===== config.mk =====
export PLATFORM = sky130hd
export DESIGN_NAME = byte_prog_seq
export DESIGN_NICKNAME = d
export VERILOG_FILES = /design/src/rtl/bps_pkg.sv /design/src/rtl/bps_bus_cycle.sv /design/src/rtl/bps_pulse_timer.sv /design/src/rtl/bps_try_ctr.sv /design/src/rtl/byte_prog_seq.sv
export SDC_FILE = /design/constraint.sdc
export NUM_CORES = 1
export LEC_CHECK = 0
export ABC_AREA = 1
export ABC_CLOCK_PERIOD_IN_PS = 1950
export BUFFER_PORTS_ARGS = -buffer_cell sky130_fd_sc_hd__buf_2
export CAP_MARGIN = 15
export CORE_MARGIN = 2
export CORE_UTILIZATION = 24
export CTS_BUF_LIST = sky130_fd_sc_hd__clkbuf_16
export CTS_CLUSTER_DIAMETER = 50
export DETAILED_ROUTE_END_ITERATION = 16
export HOLD_SLACK_MARGIN = 0.03
export SYNTH_ARGS = -nofsm -noshare
export SYNTH_HDL_FRONTEND = slang
export SYNTH_SLANG_ARGS = --single-unit
export TNS_END_PERCENT = 1

===== constraint.sdc =====
create_clock -name clk -period 1.95 [get_ports clk]
set_input_delay 0.195 -clock clk [delete_from_list [all_inputs] [get_ports clk]]
set_output_delay 0.195 -clock clk [all_outputs]
set_load 0.02 [all_outputs]

===== src/rtl/bps_pkg.sv =====
package bps_pkg;
  typedef enum logic [2:0] {
    S_IDLE, S_SETUP, S_PROG, S_PULSE, S_VERIFY, S_READ, S_CMP
  } seq_state_t;

  typedef enum logic [2:0] {
    B_IDLE, B_WSET, B_WSTB, B_WHLD, B_ROE
  } bus_phase_t;

  localparam logic [7:0] CMD_PGM_SETUP  = 8'h40;
  localparam logic [7:0] CMD_PGM_VERIFY = 8'hC0;
endpackage


===== src/rtl/bps_bus_cycle.sv =====
module bps_bus_cycle
  import bps_pkg::*;
#(
  parameter int DATA_W   = 8,
  parameter int WE_CYC   = 3,
  parameter int READ_CYC = 3
) (
  input  logic              clk,
  input  logic              rst,
  input  logic              wr_go,
  input  logic              rd_go,
  input  logic [DATA_W-1:0] wr_val,
  input  logic [DATA_W-1:0] bus_din,
  output logic              we_n,
  output logic              oe_n,
  output logic              drive,
  output logic [DATA_W-1:0] dout,
  output logic [DATA_W-1:0] rdata,
  output logic              fin
);
  localparam int LEN_MAX = (WE_CYC > READ_CYC) ? WE_CYC : READ_CYC;
  localparam int CNT_W   = $clog2(LEN_MAX + 1);
  localparam logic [CNT_W-1:0] WE_LAST = CNT_W'(WE_CYC - 1);
  localparam logic [CNT_W-1:0] RD_LAST = CNT_W'(READ_CYC - 1);

  bus_phase_t       ph;
  logic [CNT_W-1:0] cnt;

  always_ff @(posedge clk) begin
    if (rst) begin
      ph    <= B_IDLE;
      cnt   <= '0;
      we_n  <= 1'b1;
      oe_n  <= 1'b1;
      drive <= 1'b0;
      dout  <= '0;
      rdata <= '0;
      fin   <= 1'b0;
    end else begin
      fin <= 1'b0;
      case (ph)
        B_IDLE: begin
          if (wr_go) begin
            ph    <= B_WSET;
            dout  <= wr_val;
            drive <= 1'b1;
          end else if (rd_go) begin
            ph   <= B_ROE;
            oe_n <= 1'b0;
            cnt  <= '0;
          end
        end
        B_WSET: begin
          ph   <= B_WSTB;
          we_n <= 1'b0;
          cnt  <= '0;
        end
        B_WSTB: begin
          if (cnt == WE_LAST) begin
            ph   <= B_WHLD;
            we_n <= 1'b1;
          end else begin
            cnt <= cnt + 1'b1;
          end
        end
        B_WHLD: begin
          ph    <= B_IDLE;
          drive <= 1'b0;
          fin   <= 1'b1;
        end
        B_ROE: begin
          if (cnt == RD_LAST) begin
            ph    <= B_IDLE;
            oe_n  <= 1'b1;
            rdata <= bus_din;
            fin   <= 1'b1;
          end else begin
            cnt <= cnt + 1'b1;
          end
        end
        default: ph <= B_IDLE;
      endcase
    end
  end

  AST_BUS_EXCL: assert property (@(posedge clk) disable iff (rst) !(!we_n && !oe_n));
  AST_DRIVE_ON_STROBE: assert property (@(posedge clk) disable iff (rst) !we_n |-> drive);
  AST_DOUT_STABLE: assert property (@(posedge clk) disable iff (rst) (!we_n && $past(!we_n)) |-> $stable(dout));
endmodule


===== src/rtl/bps_pulse_timer.sv =====
module bps_pulse_timer #(
  parameter int PULSE_CYC = 200
) (
  input  logic clk,
  input  logic rst,
  input  logic go,
  output logic fin
);
  localparam int CNT_W = $clog2(PULSE_CYC + 1);
  localparam logic [CNT_W-1:0] P_LAST = CNT_W'(PULSE_CYC - 1);

  logic [CNT_W-1:0] cnt;
  logic             run;

  always_ff @(posedge clk) begin
    if (rst) begin
      cnt <= '0;
      run <= 1'b0;
      fin <= 1'b0;
    end else begin
      fin <= 1'b0;
      if (go) begin
        cnt <= '0;
        run <= 1'b1;
      end else if (run) begin
        if (cnt == P_LAST) begin
          run <= 1'b0;
          fin <= 1'b1;
        end else begin
          cnt <= cnt + 1'b1;
        end
      end
    end
  end

  AST_FIN_AFTER_RUN: assert property (@(posedge clk) disable iff (rst) fin |-> $past(run));
endmodule


===== src/rtl/bps_try_ctr.sv =====
module bps_try_ctr #(
  parameter int MAX_TRY = 25
) (
  input  logic clk,
  input  logic rst,
  input  logic clr,
  input  logic inc,
  output logic last
);
  localparam int TRY_W = $clog2(MAX_TRY + 1);
  localparam logic [TRY_W-1:0] TRY_CAP = TRY_W'(MAX_TRY);

  logic [TRY_W-1:0] cnt;

  always_ff @(posedge clk) begin
    if (rst)      cnt <= '0;
    else if (clr) cnt <= TRY_W'(1);
    else if (inc) cnt <= cnt + 1'b1;
  end

  assign last = (cnt == TRY_CAP);

  AST_NO_OVERFLOW: assert property (@(posedge clk) disable iff (rst) cnt <= TRY_CAP);
  AST_INC_BELOW_CAP: assert property (@(posedge clk) disable iff (rst) inc |-> !last);
endmodule


===== src/rtl/byte_prog_seq.sv =====
module byte_prog_seq
  import bps_pkg::*;
#(
  parameter int ADDR_W    = 18,
  parameter int DATA_W    = 8,
  parameter int WE_CYC    = 3,
  parameter int PULSE_CYC = 200,
  parameter int READ_CYC  = 3,
  parameter int MAX_TRY   = 25
) (
  input  logic              clk,
  input  logic              rst,
  input  logic              req_start,
  input  logic [ADDR_W-1:0] req_addr,
  input  logic [DATA_W-1:0] req_data,
  output logic              rsp_done,
  output logic              rsp_pass,
  output logic              rsp_fail,
  output logic [ADDR_W-1:0] bus_addr,
  output logic [DATA_W-1:0] bus_dout,
  input  logic [DATA_W-1:0] bus_din,
  output logic              bus_drive,
  output logic              bus_we_n,
  output logic              bus_oe_n,
  output logic              bus_ce_n
);
  localparam logic [DATA_W-1:0] W_SETUP  = DATA_W'(CMD_PGM_SETUP);
  localparam logic [DATA_W-1:0] W_VERIFY = DATA_W'(CMD_PGM_VERIFY);

  seq_state_t        state_q, state_n;
  logic [ADDR_W-1:0] addr_q;
  logic [DATA_W-1:0] data_q;
  logic              wr_go, rd_go, pulse_go, pulse_fin, bus_fin;
  logic [DATA_W-1:0] wr_val, rd_data;
  logic              try_clr, try_inc, try_last;
  logic              res_pass, res_fail;

  always_comb begin
    state_n  = state_q;
    wr_go    = 1'b0;
    rd_go    = 1'b0;
    wr_val   = W_SETUP;
    pulse_go = 1'b0;
    try_clr  = 1'b0;
    try_inc  = 1'b0;
    res_pass = 1'b0;
    res_fail = 1'b0;
    case (state_q)
      S_IDLE: if (req_start) begin
        wr_go   = 1'b1;
        try_clr = 1'b1;
        state_n = S_SETUP;
      end
      S_SETUP: if (bus_fin) begin
        wr_go   = 1'b1;
        wr_val  = data_q;
        state_n = S_PROG;
      end
      S_PROG: if (bus_fin) begin
        pulse_go = 1'b1;
        state_n  = S_PULSE;
      end
      S_PULSE: if (pulse_fin) begin
        wr_go   = 1'b1;
        wr_val  = W_VERIFY;
        state_n = S_VERIFY;
      end
      S_VERIFY: if (bus_fin) begin
        rd_go   = 1'b1;
        state_n = S_READ;
      end
      S_READ: if (bus_fin) state_n = S_CMP;
      S_CMP: begin
        if (rd_data == data_q) begin
          res_pass = 1'b1;
          state_n  = S_IDLE;
        end else if (try_last) begin
          res_fail = 1'b1;
          state_n  = S_IDLE;
        end else begin
          try_inc = 1'b1;
          wr_go   = 1'b1;
          state_n = S_SETUP;
        end
      end
      default: state_n = S_IDLE;
    endcase
  end

  always_ff @(posedge clk) begin
    if (rst) begin
      state_q  <= S_IDLE;
      addr_q   <= '0;
      data_q   <= '0;
      rsp_done <= 1'b0;
      rsp_pass <= 1'b0;
      rsp_fail <= 1'b0;
      bus_ce_n <= 1'b1;
    end else begin
      state_q  <= state_n;
      rsp_done <= res_pass | res_fail;
      rsp_pass <= res_pass;
      rsp_fail <= res_fail;
      bus_ce_n <= (state_n == S_IDLE);
      if (state_q == S_IDLE && req_start) begin
        addr_q <= req_addr;
        data_q <= req_data;
      end
    end
  end

  assign bus_addr = addr_q;

  bps_bus_cycle #(.DATA_W(DATA_W), .WE_CYC(WE_CYC), .READ_CYC(READ_CYC)) u_bus (
    .clk(clk), .rst(rst), .wr_go(wr_go), .rd_go(rd_go), .wr_val(wr_val),
    .bus_din(bus_din), .we_n(bus_we_n), .oe_n(bus_oe_n), .drive(bus_drive),
    .dout(bus_dout), .rdata(rd_data), .fin(bus_fin)
  );

  bps_pulse_timer #(.PULSE_CYC(PULSE_CYC)) u_pulse (
    .clk(clk), .rst(rst), .go(pulse_go), .fin(pulse_fin)
  );

  bps_try_ctr #(.MAX_TRY(MAX_TRY)) u_try (
    .clk(clk), .rst(rst), .clr(try_clr), .inc(try_inc), .last(try_last)
  );

  AST_ADDR_STABLE: assert property (@(posedge clk) disable iff (rst) !bus_we_n |-> $stable(bus_addr));
  AST_RESULT_ONE: assert property (@(posedge clk) disable iff (rst) rsp_done |-> (rsp_pass != rsp_fail));
  AST_RESULT_GATED: assert property (@(posedge clk) disable iff (rst) !rsp_done |-> (!rsp_pass && !rsp_fail));
  AST_DONE_PULSE: assert property (@(posedge clk) disable iff (rst) rsp_done |=> !rsp_done);
  AST_CE_ACTIVE: assert property (@(posedge clk) disable iff (rst) (!bus_we_n || !bus_oe_n) |-> !bus_ce_n);
endmodule


==> results of run 1 <==
-- state kept, by name, indices dropped and copies added (netlist names) --
signal,cells
bus_addr,18
u_pulse.run,1
u_bus.oe_n,1
u_bus.cnt,2
u_pulse.cnt,8
u_bus.ph,3
rsp_fail,1
u_bus.drive,1
u_bus.dout,8
rsp_pass,1
bus_ce_n,1
state_q,3
u_pulse.fin,1
data_q,8
rsp_done,1
u_bus.we_n,1
u_bus.fin,1
u_bus.rdata,8
u_try.cnt,5
-- logic make-up (layout without fill, tap and decap cells) --
family | Yosys count | count (layout) | synth area share [%]
AO/OA/AOI/OAI | 73 | 73 | 11.9
XOR/XNOR | 7 | 7 | 1.97
adder cells (fa/ha/maj) | 4 | 4 | 1.61
buffers and inverters | 59 | 132 | 7.69
flip-flops | 73 | 73 | 47.0
AND/OR/NAND/NOR | 208 | 208 | 29.8
-- final timing paths --
kind,cells past startpoint,slack (ps),to
setup reg to reg,10,220,u_bus.ph[0]
hold / removal,3,120,bus_addr[13]
hold reg to reg,2,460,u_bus.we_n
setup / recovery,10,220,u_bus.ph[0]
-- cell usage after synthesis, drive strengths merged (2+ instances only) --
| library cell | number | area, µm² |
|---|---|---|
| nor2 | 97 | 397 |
| dfxtp | 73 | 1460 |
| nand2 | 65 | 256 |
| inv | 44 | 165 |
| o21ai | 43 | 215 |
| nand3 | 31 | 173 |
| a21oi | 28 | 140 |
| clkbuf | 9 | 33.8 |
| buf | 5 | 31.3 |
| nand4 | 5 | 31.3 |
| xnor2 | 5 | 43.8 |
| ha | 4 | 50.1 |
| nor3 | 3 | 15.0 |
| nand3b | 2 | 15.0 |
| or2 | 2 | 12.5 |
| xor2 | 2 | 17.5 |
-- cell type report --
cell class / count / area, µm² / area share [%]
inverter: 45 / 174 / 4.47
sequential: 73 / 1460 / 37.5
multi-input combinational: 292 / 1410 / 36.1
clock inverter: 5 / 25.0 / 0.642
tap: 172 / 215 / 5.53
clock buffer: 9 / 225 / 5.78
timing repair buffer: 73 / 388 / 9.96
-- layer usage --
metal	up-vias	share of wire [%]
met3	10	5.2
met5	-	0
met1	1357	45
met2	60	48
li1	1498	-
met4	0	1.9
-- power groups by stage --
stage,registers [mW],clock network (mW),logic [mW]
floorplan,1.83,0,0.437
finish,1.71,1.42,0.783
CTS,1.71,1.46,0.787
global placement,1.74,0,0.763
global route,1.73,1.55,0.882
detailed placement,1.74,0,0.784
-- critical path: cells and delay by family (launching register included) --
family | cells | cell delay [ps]
adder cells (fa/ha/maj) | 1 | 170
AND/OR/NAND/NOR | 9 | 1060
flip-flops | 1 | 400
==> results.py, run 1 <==
metrics = {
    "clocking": {
        "clk_path_buf_depth": 2,
        "post-cts-setup-buffers": 0,
        "clock-sinks": 73,
        "cts.clk_slew.worst_paths_ps": 60,
        "clock_latency_ps": 330,
        "cts_root_buf": "clkbuf_16",
        "ctsResizeCount": 0,
        "cts_htree_levels": 3,
        "cts_tree": "built",
        "cts_made_buffers": 9,
        "cts_hold_buffers": 0,
    },
    "power_and_ir_drop": {
        "swShare_pct": 30.3,
        "peakVddDrop_mv": 0.467,
        "seqPwrFrac_pct": 43.7,
        "p_switching_mw": 1.19,
        "p_leak_nw": 1.70,
        "p_clk_share_pct": 36.3,
        "internal_power_mw": 2.73,
        "powerDensity_nw_per_um2": 1000,
        "power_mw": 3.91,
        "comb_power_share_pct": 20.0,
    },
    "detailed_routing": {
        "drc_errors": 0,
        "drtIter0Drc": 103,
        "first_pass_iters": 6,
        "drt-total-wl_um": 7620,
        "wl_per_cell_um": 11.4,
        "ant_nets": 0,
        "route.vias.total": 2925,
        "vias_per_cell": 4.37,
    },
    "setup_path": {
        "crit_top_cell": "nor2_1",
        "worstPathRequired_ps": 2170,
        "critPathCaptureType": "flip-flop",
        "crit_type": "reg -> reg",
        "max_stage_delay_ps": 400,
        "start_kind": "flip-flop",
        "startpoint": "u_try.cnt[0]",
        "crit_fanout": 12,
        "reg2reg_from": "u_try.cnt[0]",
        "critPathSlowestCell": "dfxtp_1",
        "cp_data_arrival_time_ps": 1950,
        "path_cells": "ha_1 > nand3_1 > nor2_1 > nor2_2 > nand2_2 > nand3_4 > nand2_4 > nand2_1 > nor2_1 > nor2_1",
    },
    "sta": {
        "max_freq_mhz": 577,
        "worstMarginPinSlew_ps": 387,
        "slew_viol_final": 0,
        "whs_ps": 121,
        "finalSetupViolations": 0,
        "grt_setup_unrepaired": "no",
        "clock_skew_ps": 5.79,
        "max_slew_margin_pct": 74.2,
        "min_period_ps": 1730,
        "hold_viol_final": 0,
        "fin_setup_tns_ps": 0,
        "post-route-period-util_pct": 89.0,
        "fin_ws_ps": 215,
    },
    "die": {
        "die-area_um2": 13900,
        "die_w_um": 118,
        "core_um2": 12600,
        "die_y_um": 118,
        "rows": 41,
        "start_util_pct": 24.6,
        "ios": 70,
    },
    "grt": {
        "grt_pass1_vias": 2764,
        "busiest_layer": "met2",
        "grt_pass1_wl_um": 12600,
        "grtUsageMet2_pct": 18.8,
        "globalRouteTotalUtil_pct": 11.3,
        "grt_overflow_total": 0,
        "grt_use_met1_pct": 13.3,
        "antenna_found_initial": 0,
        "met3_usage_pct": 3.92,
        "grt_max_degree": 44,
    },
    "synth": {
        "ys_ff_latch": 73,
        "synthCells": 424,
        "netlist_area_um2": 3110,
        "synth_edf_count": 0,
        "ys_warn_count": 0,
        "yosysUniqueCellTypes": 31,
        "synth_nets": 465,
        "avgSynthCellArea_um2": 7.33,
        "ys_seq_area_share_pct": 47.0,
        "synthArstFlopShare_pct": 0,
        "ys.flop_type": "dfxtp_1",
    },
    "layout": {
        "antenna_cells": 0,
        "syn_to_final_growth_pct": 25.4,
        "fin_cells": 669,
        "drive_above_1_share_pct": 20.5,
        "final_cell_mix": "90 x nor2_1, 73 x dfxtp_1, 69 x buf_2",
        "final_nets": 535,
        "n_fill_cell": 1386,
        "final_common_cell": "nor2_1",
        "final_core_util_pct": 30.9,
        "design_area_um2": 3890,
    },
    "placement": {
        "post-dp-hpwl_um": 5740,
        "dp.cells": 655,
        "pre_cts_ws_ps": 257,
        "portBuffers": 69,
        "dpl-instance-area_um2": 3640,
        "gp_congestion": 0.794,
    },
    "run": {
        "max_cap_violations": 0,
    },
    "outcome": {
        "status": "completed",
    },
    "worst_hold_path": {
        "min_from": "req_addr[13]",
        "hp-class": "in -> reg",
    },
}
Note: power is estimated with default switching activity, not from simulation.
==> run 2: changes to the inputs <==
Settings changed: ABC_AREA 1 to 0.
==> results.py, run 2 <==
metrics = {
    "setup_path": {
        "crit_fanout": 15,
        "worstPathRequired_ps": 2160,
        "reg2reg_from": "state_q[2]",
        "reg2reg_slack_ps": 150,
        "crit_type": "reg -> reg",
        "r2r-end": "u_bus.dout[2]",
        "ff2ff_path_depth": 4,
        "startpoint": "state_q[2]",
        "start_kind": "flip-flop",
        "critPathCaptureType": "flip-flop",
        "cp_data_arrival_time_ps": 2010,
    },
    "layout": {
        "final_common_cell": "nand2_1",
        "n_fill_cell": 1435,
        "syn_to_final_growth_pct": 26.8,
        "drive_above_1_share_pct": 24.1,
        "largest_reg_flops": 18,
        "final_cell_mix": "91 x nand2_1, 72 x dfxtp_1, 69 x buf_2",
        "final_nets": 489,
        "antenna_cells": 0,
        "fin_cells": 629,
    },
    "power_and_ir_drop": {
        "p_leak_nw": 1.64,
        "peakVddDrop_mv": 0.305,
        "powerDensity_nw_per_um2": 936,
    },
    "detailed_routing": {
        "drt-total-wl_um": 8060,
        "wl_met3_um": 405,
        "drc_errors": 0,
        "dr.max_layer_used": "met4",
        "met1_length_um": 3720,
        "met2_length_um": 3790,
        "vias_per_cell": 4.55,
        "route.vias.total": 2865,
        "first_pass_iters": 4,
        "drtIter0Drc": 182,
        "wl_per_cell_um": 12.8,
        "ant_nets": 0,
    },
    "sta": {
        "finalSetupViolations": 0,
        "max_slew_margin_pct": 56.2,
        "fin_setup_tns_ps": 0,
        "worstMarginPinSlew_ps": 641,
        "slew_viol_final": 0,
        "clock_skew_ps": 7.57,
        "hold_viol_final": 0,
        "post-route-period-util_pct": 92.2,
        "grt_setup_unrepaired": "no",
        "min_period_ps": 1800,
        "whs_ps": 94.1,
        "max_freq_mhz": 556,
    },
    "die": {
        "start_util_pct": 24.4,
        "die_y_um": 120,
        "ios": 70,
        "die_w_um": 120,
        "die-area_um2": 14300,
        "rows": 42,
        "core_um2": 13100,
    },
    "grt": {
        "grt_pass1_wl_um": 13400,
        "globalRouteTotalUtil_pct": 11.9,
        "grt_overflow_total": 0,
        "grt_pass1_vias": 2757,
        "grt_max_degree": 33,
        "antenna_found_initial": 0,
    },
    "worst_hold_path": {
        "min_from": "req_addr[10]",
        "hp-class": "in -> reg",
        "holdPathEnd": "bus_addr[10]",
        "min_path_cells": 3,
    },
    "placement": {
        "dp.cells": 613,
        "gp_congestion": 0.821,
        "portBuffers": 69,
        "post-dp-hpwl_um": 5870,
    },
    "synth": {
        "synthMuxAreaShare_pct": 2.18,
        "synth-simple-area-share_pct": 23.8,
        "avgSynthCellArea_um2": 8.37,
        "yosys-top-cells-count": "91 x nand2_1, 73 x dfxtp_1, 52 x a21oi_1",
        "synth.most_common_cell": "nand2_1",
        "synthCells": 383,
        "ys_ff_latch": 73,
        "ys.flop_type": "dfxtp_1",
        "ys_warn_count": 0,
        "yosys.area_share.xor_xnor_pct": 4.37,
        "yosysUniqueCellTypes": 53,
        "synth_edf_count": 0,
        "synth.area.top_cells": "dfxtp_1 46%, nand2_1 11%, a21oi_1 8.1%",
        "synthArstFlopShare_pct": 0,
        "synth_top_family_by_area": "simple AND/OR/NAND/NOR gates",
        "netlist_area_um2": 3210,
        "synth_nets": 424,
        "yosysTopAreaCellShare_pct": 45.6,
        "synthAdderAreaFrac_pct": 1.56,
        "synth_top_cell_by_area": "dfxtp_1",
        "ys_seq_area_share_pct": 45.6,
        "synth-compound-area-share_pct": 17.5,
    },
    "clocking": {
        "cts.clk_slew.worst_paths_ps": 60,
        "cts_root_buf": "clkbuf_16",
        "cts_htree_levels": 3,
        "clock_latency_ps": 340,
        "clock-sinks": 73,
        "cts_made_buffers": 9,
        "clk_path_buf_depth": 2,
        "cts_tree": "built",
    },
    "outcome": {
        "status": "completed",
    },
    "run": {
        "max_cap_violations": 0,
    },
}
==> run 2: changes by cell type after synthesis, moves of 22 or more <==
cell and delta:
nor2_1 -74, o21ai_0 -37, nand2_1 +29, inv_1 -28, a21oi_1 +24, nand3_1 -22
==> run 2: worst max-delay path: stages, from the launching register on <==
cell	delay [ps]
dfxtp_1	640
and3b_1	370
nand4_1	170
a21oi_2	350
o41ai_1	130
==> run 2: cell families (layout without fill, tap and decap cells) <==
kind of cell	Yosys count	after routing
AND/OR/NAND/NOR	156	156
AO/OA/AOI/OAI	88	88
flip-flops	73	73
buffers and inverters	39	109
XOR/XNOR	16	16
multiplexers	7	7
adder cells (fa/ha/maj)	4	4
==> run 2: how the worst max path moves through the flow <==
stage	to
2_1_floorplan	u_bus.dout[7]
3_3_place_gp	rsp_fail
3_5_place_dp	u_bus.dout[7]
4_1_cts	u_bus.dout[7]
5_1_grt	u_bus.dout[1]
6_report	u_bus.dout[2]
==> run 2: through the flow <==
stage	utilization, %	worst slack [ps]	power, mW	area, µm²
after global routing	30.9	19.2	3.97	4070
final	30.9	153	3.80	4070
after detailed placement	28.6	187	2.09	3750
after floorplan	-	345	1.94	3210
after global placement	28.6	223	2.08	3750
after CTS	30.9	160	3.86	4060
==> run 2: timing repair <==
action | in CTS | in global routing
hold endpoints to repair | 0 | 0
setup endpoints to repair | 0 | 1
resized for setup | 0 | 1
buffers inserted | 0 | 0
hold buffers | 0 | 0
==> run 2: per-layer routing <==
layer	vias up	GRT usage, %
li1	1451	-
met1	1339	14.6
met2	63	19.3
met3	12	3.47
met4	0	5.00
met5	-	0
==> run 2: final cells by class <==
cell class / instances / area (µm²) / share of cell area, %
Clock inverter: 7 / 86.3 / 2.12
Inverter: 13 / 48.8 / 1.20
Sequential cell: 73 / 1460 / 36.0
Clock buffer: 9 / 225 / 5.54
Timing Repair Buffer: 80 / 428 / 10.5
Multi-Input combinational cell: 271 / 1590 / 39.2
Tap cell: 176 / 220 / 5.42
==> run 2: power by group <==
group / internal, mW / switching, mW / total, mW
clock network: 1.11 / 0.634 / 1.74
logic: 0.183 / 0.265 / 0.448
registers: 1.56 / 0.0583 / 1.61
total: 2.85 / 0.957 / 3.80
